--- config.mk ---
export PLATFORM = sky130hd
export DESIGN_NAME = sl_route_unit
export DESIGN_NICKNAME = d
export VERILOG_FILES = /design/src/rtl/sl_route_pkg.sv /design/src/rtl/sl_xy_port.sv /design/src/rtl/sl_wl_check.sv /design/src/rtl/sl_route_unit.sv
export SDC_FILE = /design/constraint.sdc
export NUM_CORES = 1
export LEC_CHECK = 0
export ABC_AREA = 1
export BUFFER_PORTS_ARGS = -buffer_cell sky130_fd_sc_hd__buf_2
export CORE_AREA = 8 8 75 77
export DETAILED_ROUTE_END_ITERATION = 10
export DIE_AREA = 0 0 83 85
export PLACE_DENSITY_LB_ADDON = 0.15
export SLEW_MARGIN = 20
export SYNTH_ARGS = -nofsm -noshare
export SYNTH_HDL_FRONTEND = slang
export SYNTH_SLANG_ARGS = --single-unit
--- constraint.sdc ---
create_clock -name clk_i -period 0.8 [get_ports clk_i]
set_input_delay 0 -clock clk_i [delete_from_list [all_inputs] [get_ports clk_i]]
set_output_delay 0 -clock clk_i [all_outputs]
set_load 0.1 [all_outputs]
--- src/rtl/sl_route_pkg.sv ---
package sl_route_pkg;
  localparam int PORTS = 6;
  localparam int P_LOCAL = 0;
  localparam int P_N = 1;
  localparam int P_S = 2;
  localparam int P_E = 3;
  localparam int P_W = 4;
  localparam int P_WL = 5;

  typedef logic [PORTS-1:0] port_vec_t;

  // arrival port codes
  localparam logic [2:0] FROM_LOCAL = 3'd0;
  localparam logic [2:0] FROM_N     = 3'd1;
  localparam logic [2:0] FROM_S     = 3'd2;
  localparam logic [2:0] FROM_E     = 3'd3;
  localparam logic [2:0] FROM_W     = 3'd4;
  localparam logic [2:0] FROM_WL    = 3'd5;
endpackage

--- src/rtl/sl_xy_port.sv ---
module sl_xy_port
  import sl_route_pkg::*;
#(
  parameter int XW = 3,
  parameter int YW = 3
) (
  input  logic [XW-1:0] cur_x_i,
  input  logic [YW-1:0] cur_y_i,
  input  logic [XW-1:0] dst_x_i,
  input  logic [YW-1:0] dst_y_i,
  output port_vec_t     port_o
);
  always_comb begin
    port_o = '0;
    if (dst_x_i > cur_x_i)      port_o[P_E] = 1'b1;
    else if (dst_x_i < cur_x_i) port_o[P_W] = 1'b1;
    else if (dst_y_i > cur_y_i) port_o[P_N] = 1'b1;
    else if (dst_y_i < cur_y_i) port_o[P_S] = 1'b1;
    else                        port_o[P_LOCAL] = 1'b1;
  end
endmodule

--- src/rtl/sl_wl_check.sv ---
module sl_wl_check
  import sl_route_pkg::*;
#(
  parameter int XW = 3,
  parameter int YW = 3
) (
  input  logic [XW-1:0] cur_x_i,
  input  logic [YW-1:0] cur_y_i,
  input  logic [XW-1:0] dst_x_i,
  input  logic [YW-1:0] dst_y_i,
  input  logic [2:0]    in_dir_i,
  input  logic          wl_present_i,
  input  logic [XW-1:0] far_x_i,
  input  logic [YW-1:0] far_y_i,
  output logic          wl_ok_o
);
  localparam int DW = ((XW > YW) ? XW : YW) + 2;

  logic [DW-1:0] dist_cur, dist_far;
  logic          shorter, far_south, tail_ok, far_is_cur, dir_ok;

  always_comb begin
    dist_cur = ((dst_x_i >= cur_x_i) ? DW'(dst_x_i - cur_x_i) : DW'(cur_x_i - dst_x_i))
             + ((dst_y_i >= cur_y_i) ? DW'(dst_y_i - cur_y_i) : DW'(cur_y_i - dst_y_i));
    dist_far = ((dst_x_i >= far_x_i) ? DW'(dst_x_i - far_x_i) : DW'(far_x_i - dst_x_i))
             + ((dst_y_i >= far_y_i) ? DW'(dst_y_i - far_y_i) : DW'(far_y_i - dst_y_i));
  end

  assign shorter    = dist_far < dist_cur;
  assign far_south  = far_y_i < cur_y_i;
  // a southward hop is legal only as the final leg
  assign tail_ok    = (far_x_i == dst_x_i) && (dst_y_i <= far_y_i);
  assign far_is_cur = (far_x_i == cur_x_i) && (far_y_i == cur_y_i);
  assign dir_ok     = (in_dir_i != FROM_WL) && (in_dir_i != FROM_N);

  assign wl_ok_o = wl_present_i && dir_ok && !far_is_cur && shorter
                   && (!far_south || tail_ok);
endmodule

--- src/rtl/sl_route_unit.sv ---
module sl_route_unit
  import sl_route_pkg::*;
#(
  parameter int MESH_X = 8,
  parameter int MESH_Y = 8,
  localparam int XW = (MESH_X > 2) ? $clog2(MESH_X) : 1,
  localparam int YW = (MESH_Y > 2) ? $clog2(MESH_Y) : 1
) (
  input  logic          clk_i,
  input  logic          rst_ni,
  input  logic [XW-1:0] cur_x_i,
  input  logic [YW-1:0] cur_y_i,
  input  logic [XW-1:0] dst_x_i,
  input  logic [YW-1:0] dst_y_i,
  input  logic [2:0]    in_dir_i,
  input  logic          wl_present_i,
  input  logic [XW-1:0] wl_far_x_i,
  input  logic [YW-1:0] wl_far_y_i,
  output logic [5:0]    port_o
);
  port_vec_t xy_port, route_d, port_q;
  logic      wl_ok, at_dest;

  sl_xy_port #(.XW(XW), .YW(YW)) u_xy (
    .cur_x_i(cur_x_i), .cur_y_i(cur_y_i),
    .dst_x_i(dst_x_i), .dst_y_i(dst_y_i),
    .port_o (xy_port)
  );

  sl_wl_check #(.XW(XW), .YW(YW)) u_wl (
    .cur_x_i(cur_x_i), .cur_y_i(cur_y_i),
    .dst_x_i(dst_x_i), .dst_y_i(dst_y_i),
    .in_dir_i(in_dir_i), .wl_present_i(wl_present_i),
    .far_x_i(wl_far_x_i), .far_y_i(wl_far_y_i),
    .wl_ok_o(wl_ok)
  );

  assign at_dest = (cur_x_i == dst_x_i) && (cur_y_i == dst_y_i);

  always_comb begin
    route_d = xy_port;
    if (at_dest) begin
      route_d = '0;
      route_d[P_LOCAL] = 1'b1;
    end else if (wl_present_i) begin
      if (wl_ok) begin
        route_d = '0;
        route_d[P_WL] = 1'b1;
      end else if (in_dir_i == FROM_N) begin
        // travelling south: no turn allowed
        if (!xy_port[P_S]) route_d = '0;
      end else if (in_dir_i == FROM_E) begin
        // travelling west: no reversal
        if (xy_port[P_E]) route_d = '0;
      end
    end
  end

  always_ff @(posedge clk_i or negedge rst_ni) begin
    if (!rst_ni) port_q <= '0;
    else         port_q <= route_d;
  end

  assign port_o = port_q;


  onehot_port_chk: assert property (@(posedge clk_i) disable iff (!rst_ni)
    $onehot0(port_o));


  dest_local_chk: assert property (@(posedge clk_i) disable iff (!rst_ni)
    (cur_x_i == dst_x_i && cur_y_i == dst_y_i) |=> (port_o == 6'b000001));


  base_no_wl_chk: assert property (@(posedge clk_i) disable iff (!rst_ni)
    !wl_present_i |=> !port_o[P_WL]);


  south_no_turn_chk: assert property (@(posedge clk_i) disable iff (!rst_ni)
    (wl_present_i && in_dir_i == FROM_N) |=>
      (!port_o[P_E] && !port_o[P_W] && !port_o[P_N] && !port_o[P_WL]));


  west_no_reverse_chk: assert property (@(posedge clk_i) disable iff (!rst_ni)
    (wl_present_i && in_dir_i == FROM_E) |=> !port_o[P_E]);


  wl_no_rearrive_chk: assert property (@(posedge clk_i) disable iff (!rst_ni)
    (in_dir_i == FROM_WL) |=> !port_o[P_WL]);
endmodule

**Yosys cells after proc, flatten, opt, wreduce, memory -nomap -nowiden**

Cells that the tools add are included.

- Flip-flop bits (word level): 6
- Input port bits: 24
- Output and inout bits: 6

- $add $sub $neg: 10
- $lt $le $gt $ge: 11
- Equality and inequality tests: 9
- Muxes and demuxes: 21
- Reductions and logical operators: 11

Operators with widths:

| cell | count |
|---|---|
| $mux W5 | 7 |
| $sub A3 B3 Y4 | 8 |
| $mux W6 | 4 |
| $eq A3 B3 Y1 | 5 |
| $ge A3 B3 Y1 | 4 |
| $add A5 B5 Y5 | 2 |
| $lt A3 B3 Y1 | 3 |
| $logic_and A1 B1 Y1 | 8 |
| $mux W1 | 8 |
| $gt A3 B3 Y1 | 2 |
| $mux W3 | 2 |
| $lt A5 B5 Y1 | 1 |
| $eq A3 B1 Y1 const B | 1 |
| $eq A3 B2 Y1 const B | 1 |
| $le A3 B3 Y1 | 1 |
| $ne A3 B1 Y1 const B | 1 |
| $ne A3 B3 Y1 const B | 1 |
| $logic_not A1 Y1 | 2 |
| $logic_or A1 B1 Y1 | 1 |

**Depth between registers and ports, before layout**

- Depth after elaboration: 11
- Depth in mapped cells: 21
- Mapped depth without buffers: 21

**Hierarchy**

A second synthesis with hierarchy kept.

- Cell total of the unflattened synthesis: 313
- Area total of the unflattened synthesis: 2128.3 sq um

By module, submodules not included:

| module | times used | cells an instance | area each (sq um) |
|---|---|---|---|
| sl_wl_check | 1 | 206 | 1491.4 |
| sl_route_unit | 1 | 67 | 415.4 |
| sl_xy_port | 1 | 40 | 221.5 |

**Worst setup path before layout**

Ideal clock, no wire load.

- Path type: in2reg
- From: in dst_x_i[0]
- To: reg port_q[4] (netlist: port_o[4])
- Setup time: 0.121 ns
- Data arrival time: 2.817 ns
- Required time: 0.679 ns
- Slack: -2.138 ns
- Cell stages on the path: 18
- Cell sequence: inv_1 > ha_1 > inv_1 > fa_1 > fa_1 > inv_1 > nand2_2 > mux2_2 > fa_1 > nand2_1 > a22oi_1 > ha_1 > nand2_1 > nand3b_1 > nor2_1 > nand4_2 > nand2_1 > nor2_1

- Cells in the longest elaborated chain, start to end: 9
- Elaborated cells on any way between the ends: 32
- Those cells by class: add/sub: 6; order compare: 5; eq/ne: 2; mux: 14; reduce/logical: 5

RTL lines:

| item | RTL line | source |
|---|---|---|
| start: declaration | sl_route_unit.sv:13 | `input logic [XW-1:0] dst_x_i,` |
| $sub A3 B3 Y4, or another cell as far along | sl_wl_check.sv:25 | `dist_far = ((dst_x_i >= far_x_i) ? DW'(dst_x_i - far_x_i) : DW'(far_x_i - dst_x_i))` |
| $mux W5, or another cell as far along | sl_wl_check.sv:25 |  |
| $add A5 B5 Y5, or another cell as far along | sl_wl_check.sv:26 | `+ ((dst_y_i >= far_y_i) ? DW'(dst_y_i - far_y_i) : DW'(far_y_i - dst_y_i));` |
| $lt A5 B5 Y1 or $mux W5 (tied branches) | sl_wl_check.sv:29, sl_route_unit.sv:54 |  |
| $logic_and A1 B1 Y1 or $mux W5 (tied branches) | sl_wl_check.sv:36, sl_route_unit.sv:52 |  |
| $logic_and A1 B1 Y1 or $mux W6 (tied branches) | sl_wl_check.sv:37, sl_route_unit.sv:49 |  |
| $mux W6 | sl_route_unit.sv:46 | `if (wl_ok) begin` |
| $mux W6 | sl_route_unit.sv:45 | `end else if (wl_present_i) begin` |
| $mux W6 * | sl_route_unit.sv:42 | `if (at_dest) begin` |
| named net route_d[4] | sl_route_unit.sv:21 | `port_vec_t xy_port, route_d, port_q;` |
| end signal: assignment | sl_route_unit.sv:61 | `else port_q <= route_d;` |
| end: declaration | sl_route_unit.sv:21 |  |

The timed path passes the listed nets; every way through them passes the cells marked *.

**Worst setup path in the final report**

- From: in dst_x_i[0]
- To: reg port_q[1] (netlist: port_o[1])

- Cells in the longest elaborated chain, start to end: 9
- Elaborated cells on any way between the ends: 30
- Those cells by class: add/sub: 6; order compare: 5; eq/ne: 2; mux: 12; reduce/logical: 5

RTL lines:

| item | RTL line |
|---|---|
| $sub A3 B3 Y4, or another cell as far along | sl_wl_check.sv:25 |
| $mux W5, or another cell as far along | sl_wl_check.sv:25 |
| $add A5 B5 Y5, or another cell as far along | sl_wl_check.sv:26 |
| $lt A5 B5 Y1 or $mux W5 (tied branches) | sl_wl_check.sv:29, sl_route_unit.sv:54 |
| $logic_and A1 B1 Y1 or $mux W5 (tied branches) | sl_wl_check.sv:36, sl_route_unit.sv:52 |
| $logic_and A1 B1 Y1 or $mux W6 (tied branches) | sl_wl_check.sv:37, sl_route_unit.sv:49 |
| $mux W6 | sl_route_unit.sv:46 |
| $mux W6 | sl_route_unit.sv:45 |
| $mux W6 * | sl_route_unit.sv:42 |
| named net route_d[1] | sl_route_unit.sv:21 |

Marked as above.

==> summary.txt <==
largest area contributor in the netlist: ha_1
Startpoint Class: input port
TritonRoute pass-1 iters: 5
Pint: 2264 µW
most common cell in the netlist: inv_1
drt via density: 4.609
Worst Path Required: 0.91 ns
Antenna Cells: 0
fraction of layout cells with a size suffix above 1: 45.26%
syn_nets: 302
TNS Setup: -10.01 ns
TritonCTS clock tree: done
initial core utilization: 37.38%
Finish-stage setup viols: 5
Power per Cell Area: 1519 mW/mm²
final hold violations: 0
Tightest Pin Transition: 0.3005 ns
warnings from Yosys: 0
footprint of the multi-input gates: 0.001553 mm²
Max VDD drop: 823.7 µV
max reg flops: 6
initial DRC count: 68
Post-route DRC: 0
Post-Synthesis Cells: 225
Synth Flop Type: dfrtp_1
Final Net Count: 405
via count: 1756
Area growth syn-to-layout: 65.53%
total detailed-routing wirelength: 4773 µm
switching fraction of total power: 46.91%
Final Critical Period: 2.830 ns
DR WL/cell: 12.53 µm
Flop pwr share: 9.2%
Data arrival, critical path: 2.94 ns
library cells used by synthesis: 23
row cnt: 25
Routed Antenna Nets: 0
crit path capture type: register
Leakage: 0.001512 µW
Reg area: 156.4 µm²
Synth Area per Inst: 7.535 µm²
final instance area: 0.002806 mm²
Cells after DPL: 358
Syn Std Cell Area: 0.001695 mm²
Non-Filler Instances: 381
crit share post-route: 353.7%
combinational share of power: 79.4%
final worst slack: -2.030 ns
register area share after synthesis: 8.856%
worst setup path category: in -> reg
antenna violations before repair: 0
MaxCap Viol Count: 0
top cell type's share of synthesized area: 28.78%
top post-synthesis cells by area: ha_1 29%, fa_1 17%, inv_1 11%, nand2_1 10%, dfrtp_1 8.9%
Switch Pwr: 2000 µW
maximum operating frequency: 353.4 MHz
clock tree buffer depth: 2
most instantiated cells after synthesis: 51 x inv_1, 45 x nand2_1, 39 x ha_1, 14 x fa_1
Worst-path clk slew: 0.04 ns
largest net degree at the start of global routing: 7
total grt overflow: 0
total die area: 0.007055 mm²
Max-slew headroom: 79.83%
Hold WS: 0.08917 ns
total power: 4264 µW
Clk Tree Root Cell: clkbuf_8
Top-Level Pins: 30
Num CTS Buffers: 3
Die Wd: 83 µm
clk sink count: 6
Clk pwr share: 11.4%
PortBufs: 29
GPL Wtd Cong: 0.8055
core area: 0.004536 mm²
Post-synth EDFFs: 0
status: finished with violations
HP Class: in -> reg
number of fillers in the final layout: 408
post-DP HPWL: 3699 µm
GRT Util Overall: 13.43%
failing checks: setup timing
Max FO, Critical Path: 5
post-place instance area: 0.002419 mm²
#FFs+latches synth: 6
vias in the first global route: 1863
first-pass GRT wire length: 8107 µm
RSZ-0062 raised after global routing: yes
async set-reset flop share out of synthesis: 100.0%
fin. max-slew vios: 0
Die Height: 85 µm
H-tree depth: 1
-- area by class of cell --
class / instances / share of cell area, %
Multi-Input combinational cell: 168 / 55.33
Timing Repair Buffer: 98 / 27.82
Inverter: 51 / 7.267
Sequential cell: 6 / 5.573
Tap cell: 54 / 2.407
Clock buffer: 4 / 1.605
-- what timing repair did --
item	4_1_cts	5_1_grt
hold buffers	1	0
pin swaps	11	4
gates resized for setup	25	16
buffers inserted	28	2
endpoints found under the setup margin	10	12
hold endpoints to repair	6	0
-- cell usage in the layout, fill, tap and decap left out, types with 3 or more instances in the layout --
master and n:
o21ai_0 10, fa_2 6, mux2i_1 3, a21oi_1 10, nor2_1 9, ha_1 30, xor2_1 5, dfrtp_2 5
nor2_2 3, ha_4 8, inv_1 43, nand3_1 9, nand2_1 40, buf_12 7, buf_2 21, buf_4 67
inv_2 7, fa_1 8, clkbuf_8 3, nand2_2 6
-- through the flow --
stage / setup slack (ns) / utilization [%]
4_1_cts: -1.967 / 59.72
6_report: -2.030 / 61.88
3_5_place_dp: -2.318 / 53.32
2_1_floorplan: -1.962 / -
3_3_place_gp: -2.264 / 53.32
5_1_grt: -2.232 / 61.88
-- final timing paths --
path	from	endpoint	slack [ns]	cells after the start
hold / removal	in_dir_i[0]	port_o[3]	0.09	4
min in group asynchronous	rst_ni	port_o[5]	0.12	2
max in group asynchronous	rst_ni	port_o[2]	0.52	2
setup / recovery	dst_x_i[0]	port_o[1]	-2.03	18
-- layer usage --
layer | vias up | wire (µm) | track usage [%]
li1 | 914 | - | -
met1 | 801 | 1894 | 14.89
met2 | 37 | 2616 | 25.95
met3 | 4 | 224 | 2.586
met4 | 0 | 38 | 1.917
met5 | - | 0 | 0
-- logic make-up after synthesis --
kind of cell	Yosys count	share of synthesized area, %
AND/OR/NAND/NOR	76	19.48
adder cells (fa/ha/maj)	53	45.31
buffers and inverters	51	11.29
AO/OA/AOI/OAI	27	8.488
XOR/XNOR	8	4.133
flip-flops	6	8.856
multiplexers	4	2.435
-- worst max-delay path: stages --
cell and delay, ns:
buf_12 0.11, inv_12 0.05, ha_4 0.12, inv_2 0.03
fa_2 0.36, fa_2 0.36, inv_2 0.09, nand2_4 0.06
mux2_4 0.31, fa_2 0.37, xnor2_2 0.15, ha_1 0.29
a21oi_1 0.17, nand2_2 0.08, nand2_2 0.09, nand4_4 0.13
nand2_2 0.10, nor2_1 0.05
-- power by group through the flow --
| stage | Clock [µW] | Combinational, µW | Sequential (µW) |
|---|---|---|---|
| floorplan | 0 | 1510 | 706 |
| global placement | 0 | 2800 | 396 |
| detailed placement | 0 | 2840 | 399 |
| CTS | 493 | 3120 | 395 |
| global route | 522 | 3800 | 398 |
| finish | 486 | 3380 | 393 |
Note: power is estimated with default switching activity, not from simulation.
